File: src/rtl/uirq_pkg.sv
package uirq_pkg;

   typedef enum logic [2:0] {
      ID_MODEM  = 3'b000,
      ID_THRE   = 3'b001,
      ID_RXDATA = 3'b010,
      ID_LINE   = 3'b011,
      ID_TMO    = 3'b110
   } id_code_e;

   // receive threshold for each trigger code
   function automatic int unsigned trig_level(input logic [1:0] code);
      case (code)
         2'd0:    return 1;
         2'd1:    return 4;
         2'd2:    return 8;
         default: return 14;
      endcase
   endfunction

endpackage

File: src/rtl/uirq_evt_latch.sv
module uirq_evt_latch #(
   parameter int N = 3
) (
   input  logic         clk,
   input  logic         rst_n,
   input  logic [N-1:0] set,
   input  logic [N-1:0] clr,
   output logic [N-1:0] q
);
   generate
      if (N < 1) begin : g_bad
         $error("uirq_evt_latch: N must be at least 1");
      end
      for (genvar i = 0; i < N; i++) begin : g_flag
         always_ff @(posedge clk or negedge rst_n) begin
            if (!rst_n) q[i] <= 1'b0;
            else        q[i] <= (q[i] & ~clr[i]) | set[i];
         end
      end
   endgenerate
endmodule

File: src/rtl/uirq_rx_cond.sv
module uirq_rx_cond #(
   parameter int COUNT_W  = 5,
   parameter int TO_CHARS = 4
) (
   input  logic               clk,
   input  logic               rst_n,
   input  logic               fifo_on,
   input  logic [1:0]         rx_trig,
   input  logic [COUNT_W-1:0] rx_count,
   input  logic               char_tick,
   input  logic               rx_move,
   input  logic               rd_data,
   output logic               data_rdy,
   output logic               tmo_pend
);
   import uirq_pkg::*;

   localparam int TW = $clog2(TO_CHARS + 1);

   generate
      if (COUNT_W < 4) begin : g_bad_w
         $error("uirq_rx_cond: COUNT_W must reach the top threshold");
      end
      if (TO_CHARS < 1) begin : g_bad_t
         $error("uirq_rx_cond: TO_CHARS must be at least 1");
      end
   endgenerate

   logic          has_data;
   logic [TW-1:0] idle_q;
   logic          idle_sat;

   assign has_data = (rx_count != '0);
   assign idle_sat = (idle_q == TW'(TO_CHARS));

   always_comb begin
      if (fifo_on) data_rdy = (32'(rx_count) >= trig_level(rx_trig));
      else         data_rdy = has_data;
   end

   always_ff @(posedge clk or negedge rst_n) begin
      if (!rst_n)
         idle_q <= '0;
      else if (rx_move || rd_data || !has_data || !fifo_on)
         idle_q <= '0;
      else if (char_tick && !idle_sat)
         idle_q <= idle_q + TW'(1);
   end

   assign tmo_pend = idle_sat && has_data && fifo_on;
endmodule

File: src/rtl/uirq_prio.sv
module uirq_prio (
   input  logic               req_line,
   input  logic               req_rx,
   input  logic               req_tmo,
   input  logic               req_thre,
   input  logic               req_modem,
   output logic               pend,
   output uirq_pkg::id_code_e code
);
   import uirq_pkg::*;

   always_comb begin
      pend = 1'b1;
      code = ID_MODEM;
      if      (req_line)  code = ID_LINE;
      else if (req_rx)    code = ID_RXDATA;
      else if (req_tmo)   code = ID_TMO;
      else if (req_thre)  code = ID_THRE;
      else if (req_modem) code = ID_MODEM;
      else                pend = 1'b0;
   end
endmodule

File: src/rtl/uart_irq_ident.sv
module uart_irq_ident #(
   parameter int COUNT_W  = 5,
   parameter int TO_CHARS = 4
) (
   input  logic               clk,
   input  logic               rst_n,
   input  logic [3:0]         int_en,
   input  logic               fifo_on,
   input  logic [1:0]         rx_trig,
   input  logic [COUNT_W-1:0] rx_count,
   input  logic               char_tick,
   input  logic               rx_move,
   input  logic               line_evt,
   input  logic               thr_empty_evt,
   input  logic               modem_evt,
   input  logic               rd_status,
   input  logic               rd_data,
   input  logic               wr_data,
   input  logic               rd_modem,
   input  logic               rd_ident,
   input  logic               mcr_out2,
   output logic [7:0]         ident,
   output logic               irq_pin
);
   import uirq_pkg::*;

   localparam int NFLAG = 3;
   localparam int F_LINE = 0, F_THRE = 1, F_MODEM = 2;

   logic [NFLAG-1:0] flag_set, flag_clr, flag_q;
   logic             data_rdy, tmo_pend, pend;
   id_code_e         code;

   assign flag_set[F_LINE]  = line_evt;
   assign flag_set[F_THRE]  = thr_empty_evt;
   assign flag_set[F_MODEM] = modem_evt;

   assign flag_clr[F_LINE]  = rd_status;
   assign flag_clr[F_THRE]  = wr_data | (rd_ident & pend & (code == ID_THRE));
   assign flag_clr[F_MODEM] = rd_modem;

   uirq_evt_latch #(.N(NFLAG)) i_flags (
      .clk   (clk),
      .rst_n (rst_n),
      .set   (flag_set),
      .clr   (flag_clr),
      .q     (flag_q)
   );

   uirq_rx_cond #(.COUNT_W(COUNT_W), .TO_CHARS(TO_CHARS)) i_rx (
      .clk       (clk),
      .rst_n     (rst_n),
      .fifo_on   (fifo_on),
      .rx_trig   (rx_trig),
      .rx_count  (rx_count),
      .char_tick (char_tick),
      .rx_move   (rx_move),
      .rd_data   (rd_data),
      .data_rdy  (data_rdy),
      .tmo_pend  (tmo_pend)
   );

   uirq_prio i_prio (
      .req_line  (flag_q[F_LINE]  & int_en[2]),
      .req_rx    (data_rdy        & int_en[0]),
      .req_tmo   (tmo_pend        & int_en[0]),
      .req_thre  (flag_q[F_THRE]  & int_en[1]),
      .req_modem (flag_q[F_MODEM] & int_en[3]),
      .pend      (pend),
      .code      (code)
   );

   assign ident   = {fifo_on, fifo_on, 2'b00, code, ~pend};
   assign irq_pin = pend & mcr_out2;
endmodule

File: config.mk
export PLATFORM = sky130hd
export DESIGN_NAME = uart_irq_ident
export DESIGN_NICKNAME = d
export VERILOG_FILES = /design/src/rtl/uirq_pkg.sv /design/src/rtl/uirq_evt_latch.sv /design/src/rtl/uirq_rx_cond.sv /design/src/rtl/uirq_prio.sv /design/src/rtl/uart_irq_ident.sv
export SDC_FILE = /design/constraint.sdc
export NUM_CORES = 1
export LEC_CHECK = 0
export BUFFER_PORTS_ARGS = -buffer_cell sky130_fd_sc_hd__buf_2
export CAP_MARGIN = 0
export CORE_MARGIN = 5
export CORE_UTILIZATION = 40
export CTS_CLUSTER_SIZE = 28
export DETAILED_ROUTE_END_ITERATION = 12
export PLACE_DENSITY = 0.76
export SKIP_CTS_REPAIR_TIMING = 1
export SYNTH_ARGS = -nofsm -noshare
export SYNTH_HDL_FRONTEND = slang
export SYNTH_SLANG_ARGS = --single-unit
export TNS_END_PERCENT = 1
File: constraint.sdc
create_clock -name clk -period 3.1 [get_ports clk]
set_clock_uncertainty 0.1 [all_clocks]
set_input_delay 0.62 -clock clk [delete_from_list [all_inputs] [get_ports clk]]
set_output_delay 0.62 -clock clk [all_outputs]
set_load 0.005 [all_outputs]
* Word-level counts from Yosys, hierarchy flattened *
Cells that the tools add are included.

word-level totals
  register bits after elaboration = 6
  input port bits = 25
  output and inout bits = 9
  logic and storage cells = 55

operators by class
  $add $sub $neg = 1
  magnitude comparators = 1
  equality and inequality tests = 4
  muxes and demuxes = 14
  bitwise gates (word level) = 19
  reductions and logical operators = 12

operator list
  cell                                                              count
  5-bit by 32-bit >= comparator with 1-bit output                   1
  32-bit two-way mux                                                1
  3-bit two-way mux                                                 5
  4-bit case mux with 3 select lines                                1
  1-bit AND                                                         11
  1-bit two-way mux                                                 7
  5-bit nonzero test                                                1
  1-bit inverter                                                    4
  1-bit OR                                                          4
  3-bit by 1-bit adder with 3-bit output (second input constant)    1
  3-bit by 1-bit == test with 1-bit output (second input constant)  1
  3-bit == test (second input constant)                             1
  1-bit logical AND                                                 3
  1-bit zero test                                                   3
  1-bit logical OR                                                  3
  2-bit by 1-bit == test with 1-bit output (second input constant)  1
  2-bit == test (second input constant)                             1
  2-bit zero test                                                   1
  2-bit nonzero test                                                1

* Longest topological paths before layout *
Gate-level depths: netlist of run 1.

  depth after elaboration = 14
  gate-level depth with buffers = 7

* By module *
From an unflattened synthesis of run 1, not the netlist that was laid out.

second synthesis, totals
  cells, all modules = 64
  area, all modules = 554.3 µm²

modules (own cells, without submodules)
  module          instances  cells an instance  area an instance (µm²)
  uirq_rx_cond    1          36                 316.6
  uirq_evt_latch  1          9                  108.9
  uart_irq_ident  1          14                 92.6
  uirq_prio       1          5                  36.3

* Worst setup path after synthesis of run 1 *
No wires, ideal clock.

  kind = input -> output
  start point = in rx_trig[1]
  end point = out ident[1]
  data arrival time = 1.935 ns
  path slack = 0.445 ns
  cell stages on the path = 7
  cells stage by stage = nor2_1 ha_1 or3b_1 o2111ai_1 and3_4 a2bb2oi_4 a32o_2

on the way
  word-level cells in the longest chain between the ends = 8
  elaborated cells on any way between the ends = 10
  classes of those cells = order compare (1); eq/ne (2); mux (5); bitwise (1); reduce/logical (1)

ends and longest elaborated chain
  what                                               RTL line              text
  start: declaration                                 uart_irq_ident.sv:9   input logic [1:0] rx_trig,
  2-bit == test (tied with other cells)              uirq_pkg.sv:13        case (code)
  4-bit case mux with 3 select lines *               uirq_pkg.sv:13
  32-bit two-way mux *                               uirq_rx_cond.sv:37    if (fifo_on) data_rdy = (32'(rx_count) >= trig_level(rx_trig));
  5-bit by 32-bit >= comparator with 1-bit output *  uirq_rx_cond.sv:37
  1-bit two-way mux *                                uirq_rx_cond.sv:37
  1-bit AND *                                        uart_irq_ident.sv:65  .req_rx (data_rdy & int_en[0]),
  3-bit two-way mux *                                uirq_prio.sv:16       else if (req_rx) code = ID_RXDATA;
  3-bit two-way mux *                                uirq_prio.sv:15       if (req_line) code = ID_LINE;
  end: declaration                                   uart_irq_ident.sv:22  output logic [7:0] ident,

Every way passes the cells marked *; elsewhere a longest branch is shown, timed or not. The select of a mux whose other input is x is not followed.

* Worst setup path in the final report of run 1 *
Ends and elaborated chain as after synthesis.

==> results.ini, run 1 <==
[sta]
min_tclk_post_route_ns = 2.93
final_hold_viol_count = 0
final_max_slew_violation_count = 0
setup_tns_ns = 0
hold-worst-slack_ns = 0.0831
rsz0062_at_grt = no
fmax_mhz = 342
setup_violations = 0
final_min_period_over_clock_period_pct = 94.5

[routing]
routed_via_density = 5.07
firstDrtPassIters = 4
detailroute.via_count = 543
avgRoutedWirePerCell_um = 11.2
routed_wirelength_um = 1200
remaining_drc_errors = 0
ant_nets = 0
initialDrtViolationCount = 8

[floorplan]
die_w_um = 46.5
io_pins = 34
core_region_area_mm2 = 0.00128
initial_cell_density_of_the_core_pct = 41.6
die_y_um = 46.5
floorplan.die_area_mm2 = 0.00217
rows = 13

[critical_path]
worstSetupPathType = in -> out
cp.arrival_ns = 2.21
reg2reg_from = i_rx.idle_q[0]
cp_cell_sequence = buf_2 -> nor2_1 -> ha_1 -> or3b_1 -> o2111ai_1 -> and3_4 -> a2bb2oi_4 -> a32o_2 -> buf_2
max_stage_delay_ns = 0.37
critical_path_peak_fanout = 5
timing.reg2reg.worst_path_depth = 5
crit_required_ns = 2.38
timing.reg2reg.setup_slack_ns = 1.75
critical_path.most_common_cell = sky130_fd_sc_hd__buf_2
critical_path.slowest_cell = sky130_fd_sc_hd__or3b_1
critical_path.endpoint_type = output port
critical_path.startpoint_type = input pin
r2r_end = i_flags.q[1]

[final_layout]
drive_above_1_share_pct = 41.3
area.growth.synth_to_final_pct = 31.9
postLayoutCoreUtil_pct = 54.8
final_nets = 125
antenna_cells = 0
layoutNonFillerInstCount = 107

[synth]
netlist.top_cell.by_area = sky130_fd_sc_hd__dfrtp_1
syn-cell-area_um2 = 534
synth.distinct_cells = 26
synth.most_common_cell = sky130_fd_sc_hd__inv_1
post_synth.cell_area_avg_um2 = 8.76
post_synth_inst_count = 61
synth_commonest_cells = 9 x sky130_fd_sc_hd__inv_1, 7 x sky130_fd_sc_hd__nand2_1, 6 x sky130_fd_sc_hd__dfrtp_1, 6 x sky130_fd_sc_hd__ha_1, 4 x sky130_fd_sc_hd__buf_4
synth_seq_cells = 6
netlist_top_cells_area = sky130_fd_sc_hd__dfrtp_1 28%, sky130_fd_sc_hd__ha_1 14%, sky130_fd_sc_hd__inv_1 6.3%, sky130_fd_sc_hd__buf_4 5.6%, sky130_fd_sc_hd__a2bb2oi_4 4.9%
yosys.area.top_type_share_pct = 28.1
synth_warnings = 0
synth.yosys.seq_area_share_pct = 28.1
main_flop_type_after_synthesis = sky130_fd_sc_hd__dfrtp_1
synth_edf_count = 0
postSynth.asyncResetShare_pct = 100

[clocking]
cts_root_buf = sky130_fd_sc_hd__clkbuf_4
clock_insertion_delay_worst_skew_ns = 0.25
max-clock-path-buffers = 2
path_clk_slew_ns = 0.05
clock_sinks = 6
cts.htree.levels = 1
cts_inserted_buffers = 3
cts_tree = yes

[global_route]
first_global_vias = 463
grt_start_max_net_pins = 7
grt_usage_pct = 11.6
antenna_found_initial = 0
grt_first_pass_wirelength_um = 1730
gr-total-overflow = 0

[placement]
dp_hpwl_um = 1090
cell_count_after_placement = 104
gp_routability_congestion = 0.750
port_buffer_count = 31

[power_and_ir_drop]
p_leak_uw = 0.000398
powerDensity_mw_per_mm2 = 302
ir_worst_vdd_mv = 0.191
total_power_uw = 213

[run]
max_cap_violations = 0

[status]
status = finished, final reports clean

[worst_hold_path]
hold_path_class = in -> async

## cells in the final DEF (no fill, tap or decap), types with 2 or more instances in the layout
master,Yosys,final
sky130_fd_sc_hd__clkbuf_4,0,3
sky130_fd_sc_hd__inv_1,9,9
sky130_fd_sc_hd__a31oi_1,2,2
sky130_fd_sc_hd__conb_1,1,2
sky130_fd_sc_hd__nand2_1,7,7
sky130_fd_sc_hd__buf_2,0,31
sky130_fd_sc_hd__a21o_1,2,2
sky130_fd_sc_hd__ha_1,6,6
sky130_fd_sc_hd__and4b_1,2,2
sky130_fd_sc_hd__dfrtp_1,6,6
sky130_fd_sc_hd__a21oi_1,3,3
sky130_fd_sc_hd__nand3_1,2,2
sky130_fd_sc_hd__nor2_1,3,3
## cells by family (layout without fill, tap and decap cells)
family / Yosys count / in the layout / synth area share, %
AO/OA/AOI/OAI: 13 / 13 / 20.4
XOR/XNOR: 1 / 1 / 1.64
adder cells (fa/ha/maj): 6 / 6 / 14.1
buffers and inverters: 13 / 43 / 11.9
flip-flops: 6 / 6 / 28.1
other: 1 / 2 / 0.702
AND/OR/NAND/NOR: 21 / 21 / 23.2
## stage by stage
| step | setup slack [ns] | instance area, um2 |
|---|---|---|
| floorplan | 0.445 | 538 |
| global placement | 0.193 | 682 |
| detailed placement | 0.156 | 682 |
| CTS | 0.158 | 704 |
| global route | 0.0448 | 704 |
| finish | 0.172 | 704 |
## report_power, final
part / internal, uW / total [uW] / switching (uW)
Sequential: 81.9 / 84.4 / 2.53
Clock: 43.8 / 71.8 / 28.0
Combinational: 30.5 / 56.5 / 26.0
## layout make-up
| type | count | area (um2) |
|---|---|---|
| Clock buffer | 3 | 22.5 |
| Fill cell | 132 | 581 |
| Inverter | 9 | 33.8 |
| Multi-Input combinational cell | 43 | 324 |
| Sequential cell | 6 | 150 |
| Tap cell | 15 | 18.8 |
| Timing Repair Buffer | 31 | 155 |
## worst max path at each step
stage / start / end / slack, ns / depth (start not counted)
final: rx_trig[1] / ident[1] / 0.17 / 9
after global routing: rx_trig[1] / ident[1] / 0.04 / 9
after CTS: rx_trig[1] / ident[1] / 0.16 / 9
after detailed placement: rx_trig[1] / ident[1] / 0.16 / 9
after global placement: rx_trig[1] / ident[1] / 0.19 / 9
after floorplan: rx_trig[1] / ident[1] / 0.44 / 7
## state kept, by name, summed over array words and instances, names as in the netlist
name         cells
i_rx.idle_q      3
i_flags.q        3
## metal layers
layer	track usage [%]	share of wire [%]
met5	0	0
met4	10.2	1.7
met3	2.73	10
met2	18.1	54
met1	12.7	34
## critical path, delay by kind of cell
family / cells / cell delay, ns
fa+ha+maj: 1 / 0.22
buf+inv: 2 / 0.21
simple gates: 3 / 0.70
compound gates: 3 / 0.45
No activity file was read; power rests on OpenSTA's default activity.
==> run 2: changes to the inputs <==
Settings changed: HOLD_SLACK_MARGIN set to 0.1.
==> results.ini, run 2 (synthesis results as in run 1) <==
[status]
status = finished, final reports clean

[worst_hold_path]
worst_hold_startpoint = i_flags.q[2]
hold_path_class = reg -> reg
hold_crit_depth = 1
worstHoldEndpoint = i_flags.q[2]

[critical_path]
cp_cell_sequence = buf_2 -> nor2_1 -> ha_1 -> or3b_1 -> o2111ai_1 -> and3_4 -> a2bb2oi_4 -> a32o_2 -> buf_2
critical_path.slowest_cell = sky130_fd_sc_hd__or3b_1
critical_path.most_common_cell = sky130_fd_sc_hd__buf_2
reg2reg_from = i_rx.idle_q[0]
r2r_end = i_flags.q[1]
worstSetupPathType = in -> out
timing.reg2reg.worst_path_depth = 5
critical_path.startpoint_type = input pin
max_stage_delay_ns = 0.37
critical_path_peak_fanout = 5
cp.arrival_ns = 2.21
cpLargestDelayFamily = simple AND/OR/NAND/NOR gates
critical_path.endpoint_type = output port
timing.reg2reg.setup_slack_ns = 1.75
crit_required_ns = 2.38
critPathBufInv = 2

[floorplan]
die_w_um = 46.5
floorplan.die_area_mm2 = 0.00217
initial_cell_density_of_the_core_pct = 41.6
io_pins = 34
rows = 13
core_region_area_mm2 = 0.00128
die_y_um = 46.5

[routing]
routed_wirelength_um = 1220
routed_via_density = 5.06
firstDrtPassIters = 4
detailroute.via_count = 546
ant_nets = 0
avgRoutedWirePerCell_um = 11.3
initialDrtViolationCount = 9
remaining_drc_errors = 0

[final_layout]
area.growth.synth_to_final_pct = 33.7
layout.cells.most_common = sky130_fd_sc_hd__buf_2
antenna_cells = 0
layoutNonFillerInstCount = 108
final_nets = 126
fill_cells = 130
seq_area_um2 = 150
reg_top3 = i_flags.q x3, i_rx.idle_q x3
drive_above_1_share_pct = 40.9
mostFrequentLayoutCells = 31 x sky130_fd_sc_hd__buf_2, 9 x sky130_fd_sc_hd__inv_1, 7 x sky130_fd_sc_hd__nand2_1
multi_input_area_um2 = 324

[placement]
detailedPlace.worstSlack_ns = 0.156
cell_count_after_placement = 104
gp_routability_congestion = 0.750
dp_hpwl_um = 1090
port_buffer_count = 31

[power_and_ir_drop]
p_switching_uw = 56.9
switching_power_as_a_share_of_total_power_pct = 26.6
pwr-share-clk_pct = 33.6
int_power_uw = 157
seqPwrFrac_pct = 39.5
p_leak_uw = 0.000403
power.combinational.fraction_pct = 27.0
ir_worst_vdd_mv = 0.191
powerDensity_mw_per_mm2 = 299

[sta]
final_min_period_over_clock_period_pct = 94.7
setup_violations = 0
setup_tns_ns = 0
final_hold_viol_count = 0
final_max_slew_violation_count = 0
layout_setup_ws_ns = 0.165
fmax_mhz = 341
min_tclk_post_route_ns = 2.93
rsz0062_at_grt = no

[clocking]
cts_inserted_buffers = 3
cts.htree.levels = 1
cts_root_buf = sky130_fd_sc_hd__clkbuf_4
cts_tree = yes
max-clock-path-buffers = 2
clock_insertion_delay_worst_skew_ns = 0.25
clock_sinks = 6
path_clk_slew_ns = 0.04

[global_route]
grt_first_pass_wirelength_um = 1730
grt_start_max_net_pins = 7
antenna_found_initial = 0
grt_usage_pct = 11.6
gr-total-overflow = 0
first_global_vias = 463

[run]
max_cap_violations = 0

-- run 2: how the worst max path moves through the flow --
stage,from,to,cells after the start
after floorplan,rx_trig[1],ident[1],7
after global placement,rx_trig[1],ident[1],9
after detailed placement,rx_trig[1],ident[1],9
after CTS,rx_trig[1],ident[1],9
after global routing,rx_trig[1],ident[1],9
final,rx_trig[1],ident[1],9
-- run 2: final cells by class --
class	instances	share of cell area, %
inverter	9	4.73
multi-input combinational	43	45.4
timing repair buffer	32	23.1
sequential	6	21.0
tap	15	2.63
clock buffer	3	3.15
-- run 2: stage by stage --
stage	hold WS [ns]	total power [uW]	instance area (um2)	util [%]
5_1_grt	0.410	232	714	55.6
3_3_place_gp	0.346	141	682	53.1
6_report	0.388	214	714	55.6
4_1_cts	0.0787	218	704	54.8
2_1_floorplan	0.224	116	538	-
3_5_place_dp	0.345	143	682	53.1
-- run 2: worst register-to-register path, cell delays in order (launching register included) --
cell,delay [ns]
sky130_fd_sc_hd__dfrtp_1,0.38
sky130_fd_sc_hd__inv_1,0.09
sky130_fd_sc_hd__ha_1,0.18
sky130_fd_sc_hd__and4_1,0.25
sky130_fd_sc_hd__a2bb2oi_4,0.09
sky130_fd_sc_hd__a31oi_1,0.18
-- run 2: power groups by stage --
| stage | registers [uW] | logic [uW] | clock network, uW |
|---|---|---|---|
| floorplan | 84.9 | 31.5 | 0 |
| global placement | 85.5 | 55.5 | 0 |
| detailed placement | 85.5 | 57.5 | 0 |
| CTS | 84.3 | 57.6 | 76.4 |
| global route | 84.6 | 65.1 | 82.7 |
| finish | 84.4 | 57.7 | 71.8 |
-- run 2: layer usage --
| metal | share of wire (%) | global-route usage (%) |
|---|---|---|
| met1 | 34 | 12.7 |
| met2 | 54 | 18.1 |
| met3 | 9.9 | 2.73 |
| met4 | 1.6 | 10.2 |
| met5 | 0 | 0 |
